File: src/rtl/pcnt_pkg.sv
// Package: shared control-word layout and mode classes for the counter pair.
// Assumes a 4-bit selector, so every counter has 16 event strobes.
package pcnt_pkg;
    localparam int SEL_W  = 4;
    localparam int EV_N   = 1 << SEL_W;
    localparam int CTRL_W = SEL_W + 5;

    // Control word, high bit first: exc, kernel, super, user, irq enable, selector
    typedef struct packed {
        logic             q_exc;
        logic             q_krn;
        logic             q_sup;
        logic             q_usr;
        logic             irq_en;
        logic [SEL_W-1:0] sel;
    } pcnt_ctrl_t;

    typedef enum logic [2:0] {
        MC_USER  = 3'd0,
        MC_SUPER = 3'd1,
        MC_KERN  = 3'd2,
        MC_EXC   = 3'd3,
        MC_NONE  = 3'd4
    } pcnt_mode_e;
endpackage

File: src/rtl/pcnt_mode_class.sv
// Module: turns the four raw mode inputs into one mode class.
// Assumes the exception level overrides everything else. With only the
// error level set, no class applies.
module pcnt_mode_class
    import pcnt_pkg::*;
(
    input  logic       m_user,
    input  logic       m_super,
    input  logic       m_exl,
    input  logic       m_erl,
    output pcnt_mode_e mclass
);
    // Priority decode of the mode inputs
    always_comb begin
        if (m_exl)        mclass = MC_EXC;
        else if (m_erl)   mclass = MC_NONE;
        else if (m_user)  mclass = MC_USER;
        else if (m_super) mclass = MC_SUPER;
        else              mclass = MC_KERN;
    end
endmodule

File: src/rtl/pcnt_slot.sv
// Module: one counter and its control word.
// Assumes the one-cycle strobes are synchronous to clk. A counter write
// wins over an increment in the same cycle.
module pcnt_slot
    import pcnt_pkg::*;
#(
    parameter int CNT_W = 32
) (
    input  logic             clk,
    input  logic             rst_n,
    input  logic             ctrl_we,
    input  logic             cnt_we,
    input  logic [CNT_W-1:0] wdata,
    input  logic [EV_N-1:0]  events,
    input  pcnt_mode_e       mclass,
    output pcnt_ctrl_t       ctrl_q,
    output logic [CNT_W-1:0] cnt_q,
    output logic             ovf
);
    logic mode_ok;
    logic bump;

    // Check the current mode class against the qualifier bits
    always_comb begin
        unique case (mclass)
            MC_USER:  mode_ok = ctrl_q.q_usr;
            MC_SUPER: mode_ok = ctrl_q.q_sup;
            MC_KERN:  mode_ok = ctrl_q.q_krn;
            MC_EXC:   mode_ok = ctrl_q.q_exc;
            default:  mode_ok = 1'b0;
        endcase
    end

    assign bump = events[ctrl_q.sel] & mode_ok;
    assign ovf  = ctrl_q.irq_en & cnt_q[CNT_W-1];

    // Control word register
    always_ff @(posedge clk) begin
        if (!rst_n)       ctrl_q <= '0;
        else if (ctrl_we) ctrl_q <= pcnt_ctrl_t'(wdata[CTRL_W-1:0]);
    end

    // Counter register: a write wins over an increment
    always_ff @(posedge clk) begin
        if (!rst_n)      cnt_q <= '0;
        else if (cnt_we) cnt_q <= wdata;
        else if (bump)   cnt_q <= cnt_q + {{(CNT_W-1){1'b0}}, 1'b1};
    end
endmodule

File: src/rtl/perf_counter_pair.sv
// Module: top of the two mode-qualified performance counters.
// Assumes a register address of {slot, is_counter}. Reads are
// combinational. The overflow request is the OR of the enabled top bits.
module perf_counter_pair
    import pcnt_pkg::*;
#(
    parameter int CNT_W = 32
) (
    input  logic             clk,
    input  logic             rst_n,
    input  logic             reg_wr,
    input  logic [1:0]       reg_addr,
    input  logic [CNT_W-1:0] reg_wdata,
    output logic [CNT_W-1:0] reg_rdata,
    input  logic [EV_N-1:0]  ev_a,
    input  logic [EV_N-1:0]  ev_b,
    input  logic             mode_user,
    input  logic             mode_super,
    input  logic             mode_exl,
    input  logic             mode_erl,
    output logic             ovf_irq
);
    localparam int NSLOT = 2;

    pcnt_mode_e       mclass;
    pcnt_ctrl_t       ctrl_q [NSLOT];
    logic [CNT_W-1:0] cnt_q  [NSLOT];
    logic [NSLOT-1:0] ovf_v;
    logic [EV_N-1:0]  ev_v   [NSLOT];

    assign ev_v[0] = ev_a;
    assign ev_v[1] = ev_b;

    pcnt_mode_class u_mclass (
        .m_user  (mode_user),
        .m_super (mode_super),
        .m_exl   (mode_exl),
        .m_erl   (mode_erl),
        .mclass  (mclass)
    );

    for (genvar k = 0; k < NSLOT; k++) begin : g_slot
        pcnt_slot #(.CNT_W(CNT_W)) u_slot (
            .clk     (clk),
            .rst_n   (rst_n),
            .ctrl_we (reg_wr && reg_addr == {k[0], 1'b0}),
            .cnt_we  (reg_wr && reg_addr == {k[0], 1'b1}),
            .wdata   (reg_wdata),
            .events  (ev_v[k]),
            .mclass  (mclass),
            .ctrl_q  (ctrl_q[k]),
            .cnt_q   (cnt_q[k]),
            .ovf     (ovf_v[k])
        );
    end

    // Read mux: counter or zero-extended control word
    always_comb begin
        if (reg_addr[0]) reg_rdata = cnt_q[reg_addr[1]];
        else             reg_rdata = {{(CNT_W-CTRL_W){1'b0}}, ctrl_q[reg_addr[1]]};
    end

    assign ovf_irq = |ovf_v;
endmodule

File: config.mk
export PLATFORM = sky130hd
export DESIGN_NAME = perf_counter_pair
export DESIGN_NICKNAME = d
export VERILOG_FILES = /design/src/rtl/pcnt_pkg.sv /design/src/rtl/pcnt_mode_class.sv /design/src/rtl/pcnt_slot.sv /design/src/rtl/perf_counter_pair.sv
export SDC_FILE = /design/constraint.sdc
export NUM_CORES = 1
export LEC_CHECK = 0
export BUFFER_PORTS_ARGS = -buffer_cell sky130_fd_sc_hd__buf_2
export CORE_UTILIZATION = 45
export DETAILED_ROUTE_END_ITERATION = 8
export PLACE_DENSITY = 0.67
export SKIP_LAST_GASP = 1
export SYNTH_ARGS = -nofsm -noshare
export SYNTH_HDL_FRONTEND = slang
export SYNTH_SLANG_ARGS = --single-unit
File: constraint.sdc
create_clock -name clk -period 3.04 [get_ports clk]
set_input_delay 0.304 -clock clk [delete_from_list [all_inputs] [get_ports clk]]
set_output_delay 0.304 -clock clk [all_outputs]
set_load 0.005 [all_outputs]
Word level (Yosys, flattened, before mapping) --
Index checks and enable logic that the tools add are counted.
Word-level totals: bits in registers 82, output and inout port bits 33, word-level logic and storage cells 60
Operators by class: $add $sub $neg 2, $lt $le $gt $ge 3, equality and inequality tests 6, multiplexer cells 21, bitwise logic cells 5, reduce and logical (&&, ||, !) cells 9
Operators with widths (number):
- $mux W32 | 8
- $add A32 B1 Y32 const B | 2
- $mux W9 | 3
- $lt A4 B5 Y1 const B | 2
- $mux W3 | 3
- $bmux W1 S4 | 2
- $pmux W1 S4 | 2
- $eq A3 B2 Y1 const B | 2
- $and A1 B1 Y1 | 4
- $eq A2 B2 Y1 const B | 2
- $logic_and A1 B1 Y1 | 4
- $reduce_bool A2 Y1 | 2
- $eq A3 B1 Y1 const B | 1
- $logic_not A3 Y1 | 1
- $eq A2 B1 Y1 const B | 1
- $ge A2 B2 Y1 const B | 1
- $logic_not A2 Y1 | 1
- $mux W1 | 2
- $mux W2 | 1
- $not A1 Y2 | 1
- $reduce_or A2 Y1 | 1

Longest topological paths before layout --
depth in word-level cells 9, mapped depth 9, gate-level depth less buffers 6

By module --
A second synthesis with hierarchy kept.
Unflattened totals: cells, all modules 808, area, all modules 6281.0 um^2
By module, submodules not included:
- pcnt_slot | times used 2, cells an instance 367, area an instance 2785.2 um^2, seq. area each 820.8 um^2
- perf_counter_pair | times used 1, cells an instance 69, area an instance 681.9 um^2, seq. area each 0.0 um^2
- pcnt_mode_class | times used 1, cells an instance 5, area an instance 28.8 um^2, seq. area each 0.0 um^2

Worst setup path after synthesis --
No wires, ideal clock.
path type input to output, from in reg_addr[1], to out reg_rdata[7], arrival 1698 ps, path slack 1038 ps, cell stages on the path 3, path buffers 2, path through clkbuf_1 > clkbuf_1 > mux4_2
On the way: cells in the longest elaborated chain, start to end 5
Ends and longest elaborated chain:
- start: declaration | RTL line perf_counter_pair.sv:12 | input logic [1:0] reg_addr,
- $not A1 Y2 (not written as such) (*) | RTL line perf_counter_pair.sv:59, perf_counter_pair.sv:60
- $mux W9 (not written as such) / $mux W32 (equally long branches) (3 in series) | RTL line perf_counter_pair.sv:60, perf_counter_pair.sv:59
- $mux W32 (*) | RTL line perf_counter_pair.sv:59 | if (reg_addr[0]) reg_rdata = cnt_q[reg_addr[1]];
- end: declaration | RTL line perf_counter_pair.sv:14 | output logic [CNT_W-1:0] reg_rdata,
Mark *: on every way between the ends. The rest lies on a longest branch, timed or not. The select of a mux whose other input is x is not followed.

Final worst setup path --
from reg g_slot[0].u_slot.cnt_q[10], to reg g_slot[0].u_slot.cnt_q[31]
On the way: cells in the longest elaborated chain, start to end 3
Ends and longest elaborated chain:
- start: declaration | RTL line pcnt_slot.sv:17 | output logic [CNT_W-1:0] cnt_q,
- start signal: assignment | RTL line pcnt_slot.sv:46 | else if (cnt_we) cnt_q <= wdata;
- start signal: assignment | RTL line pcnt_slot.sv:47 | else if (bump) cnt_q <= cnt_q + {{(CNT_W-1){1'b0}}, 1'b1};
- $add A32 B1 Y32 | RTL line pcnt_slot.sv:47
- $mux W32 | RTL line pcnt_slot.sv:47
- $mux W32 | RTL line pcnt_slot.sv:46
Every way passes these cells. The select of a mux whose other input is x is not followed. A chain may end at the register's enable or synchronous reset.

==> results.md <==
- Setup WS post-layout: 0.5685 ns
- CTS buffer count: 9
- Vias: 5240
- Hold Path Class: in2reg
- First-pass GRT wire length: 25970 um
- Synth Area in Compound Gates: 23.82%
- Clock slew at reported path FFs: 0.06 ns
- Hold_buf cts: 0
- Finished Core Util: 54.57%
- Drt total wl: 15440 um
- Syn. warnings: 0
- Slew headroom: 27.87%
- Routed vias/inst: 6.023
- Pin count of the biggest net entering global routing: 63
- Root buffer cell: clkbuf_16
- Post-Syn Instances: 643
- Core area: 11470 um^2
- Critical path required time: 3.23 ns
- Largest family of logic cells by synthesized area: compound AO/OA/AOI/OAI gates
- Post-route ant nets: 0
- CP Class: reg2reg
- Post-CTS setup buffer count: 0
- Worst Skew: 0.008366 ns
- Layout cell share with drive strength beyond 1: 22.42%
- Die area: 12280 um^2
- Clk buf depth: 2
- Die Wd: 110.8 um
- PD cells: 437.1 nW/um^2
- Status: completed
- Mapped Nets: 718
- XOR/XNOR share of the synthesized area: 9.866%
- Max-cap violations: 0
- Ant diodes: 0
- Antenna violations before repair: 0
- Pre-CTS WS: 0.5188 ns
- FP Rows: 39
- Global route overflow: 0
- Placed cell count: 854
- Critical Path AT: 2.66 ns
- Drt wl/cell: 17.74 um
- Sequential share of the synthesized area: 30.82%
- CTS tree: built
- Final Non-Filler Cells: 870
- CP max FO: 7
- Seq cells post-synth: 82
- Commonest non-fill, non-tap cell in the layout: buf_2
- DRC viols: 0
- Final setup vio count: 0
- Unique masters post-synth: 41
- Nets: 797
- Primary FF master, synth: dfxtp_1
- Initial cell density of the core: 46.45%
- Most frequent cells in the layout: buf_2, a21oi_1, dfxtp_1
- Die height: 110.8 um
- FF/Latch Area: 1642 um^2
- Layout fillers: 1055
- Cell Area, Synth: 5326 um^2
- Worst slew pin tran: 1.082 ns
- Post-synthesis area per instance: 8.284 um^2
- Initial DRT Pass Iterations: 6
- Area taken by multi-input logic gates: 3452 um^2
- Setup TNS: 0 ns
- Worst Setup End Kind: flip-flop
- Max Fclk: 0.4046 GHz
- Clock Sinks: 82
- Vias in the first global route: 5116
- Number of port buffers: 105
- Final Hold Vio Count: 0
- Peak supply drop: 0.2854 mV
- Pleak: 2.099 nW
- Placer Congestion: 0.8561
- GRT Overall Usage: 25.96%
- Area grow syn2layout: 17.48%
- Setup crit start kind: flip-flop
- Tcrit/Tclk final: 81.30%
- Period minus WS final: 2.472 ns
- Post-Synth Adder-Cell Area: 0.4698%
- Post-CTS sizing: 0
- Slew Limit Fails: 0
- Initial DRC Count: 342
- Post-synth EDFFs: 0
- Skew-Pair Late Insertion Delay: 0.35 ns
- I/O pins: 106
- Multiplexer share of the synthesized area: 13.77%
- H-Tree Depth: 3
- Synth async-reset ratio: 0%
- Unrepaired setup endpoints after global routing: false
- Post-DP HPWL: 10690 um
- Synth Area in Simple Gates: 16.80%
==> where the power goes <==
part	total, mW	switching [mW]	leakage [nW]	internal [mW]
Combinational	0.333	0.173	1.27	0.159
Sequential	1.20	0.0726	0.670	1.13
Clock	1.20	0.461	0.156	0.740
Total	2.74	0.707	2.10	2.03
==> layer usage <==
layer / share of wire, % / track usage [%] / vias to the layer above
met5: 0 / 0 / -
met4: 1.9 / 10.67 / 0
met3: 6.0 / 3.445 / 20
met2: 47 / 41.78 / 180
met1: 45 / 35.03 / 2524
li1: - / - / 2516
==> registers in the layout (all words and copies together) (netlist names) <==
| signal | count |
|---|---|
| g_slot.u_slot.cnt_q | 64 |
| g_slot.u_slot.ctrl_q | 18 |
==> metrics by stage <==
step	power (mW)	hold slack (ns)	area [um^2]
floorplan	1.415	0.4400	5326
global placement	1.541	0.4574	5937
detailed placement	1.553	0.4686	5937
CTS	2.738	0.2204	6257
global route	2.824	0.2406	6257
finish	2.735	0.2192	6257
==> layout make-up <==
class	count	share of cell area (%)
clock buffers	11	3.879
inverters	9	0.5399
repair buffers	119	10.08
flip-flops and latches	82	26.23
clock inverters	5	1.240
well taps	143	2.859
multi-input cells	501	55.17
==> cells in the mapped netlist, types with 13 or more instances <==
library cell	n	area share (%)
o21ai_0	56	5.3
nor2_1	20	1.4
nand2_1	60	4.2
xnor2_1	60	9.9
nand4_1	16	1.9
clkbuf_1	39	2.7
nand3_1	30	2.8
a21oi_1	83	7.8
mux2i_1	53	10
dfxtp_1	82	31
nor2b_1	29	3.4
a2111oi_2	13	3.7
a211oi_1	28	3.9
==> worst max-delay path, stage by stage, from the launching register on <==
cell,delay [ns]
dfxtp_1,0.43
nand3_1,0.15
nor4_1,0.63
nand3_1,0.44
a2111oi_2,0.43
xnor2_1,0.16
a21oi_1,0.08
==> cells by family (layout without fill, tap and decap cells) <==
group	count (synthesis)	in the layout
AOI/OAI and AO/OA	200	200
and+or+nand+nor	177	177
DFF	82	82
muxes	62	62
xor gates and xnor gates	60	60
buffers and inverters	60	144
adders and majority gates	2	2
==> final timing paths <==
| path | start | endpoint | slack [ns] | cells after the start |
|---|---|---|---|---|
| worst min-delay path | reg_wdata[23] | g_slot[1].u_slot.cnt_q[23]$_SDFFE_PN0P_ | 0.22 | 3 |
| worst max-delay path | g_slot[0].u_slot.cnt_q[10]$_SDFFE_PN0P_ | g_slot[0].u_slot.cnt_q[31]$_SDFFE_PN0P_ | 0.57 | 6 |
| worst max register to register | g_slot[0].u_slot.cnt_q[10]$_SDFFE_PN0P_ | g_slot[0].u_slot.cnt_q[31]$_SDFFE_PN0P_ | 0.57 | 6 |
| worst min register to register | g_slot[1].u_slot.ctrl_q[7]$_SDFFE_PN0P_ | g_slot[1].u_slot.ctrl_q[7]$_SDFFE_PN0P_ | 0.47 | 2 |
(Power assumes the default switching activity.)
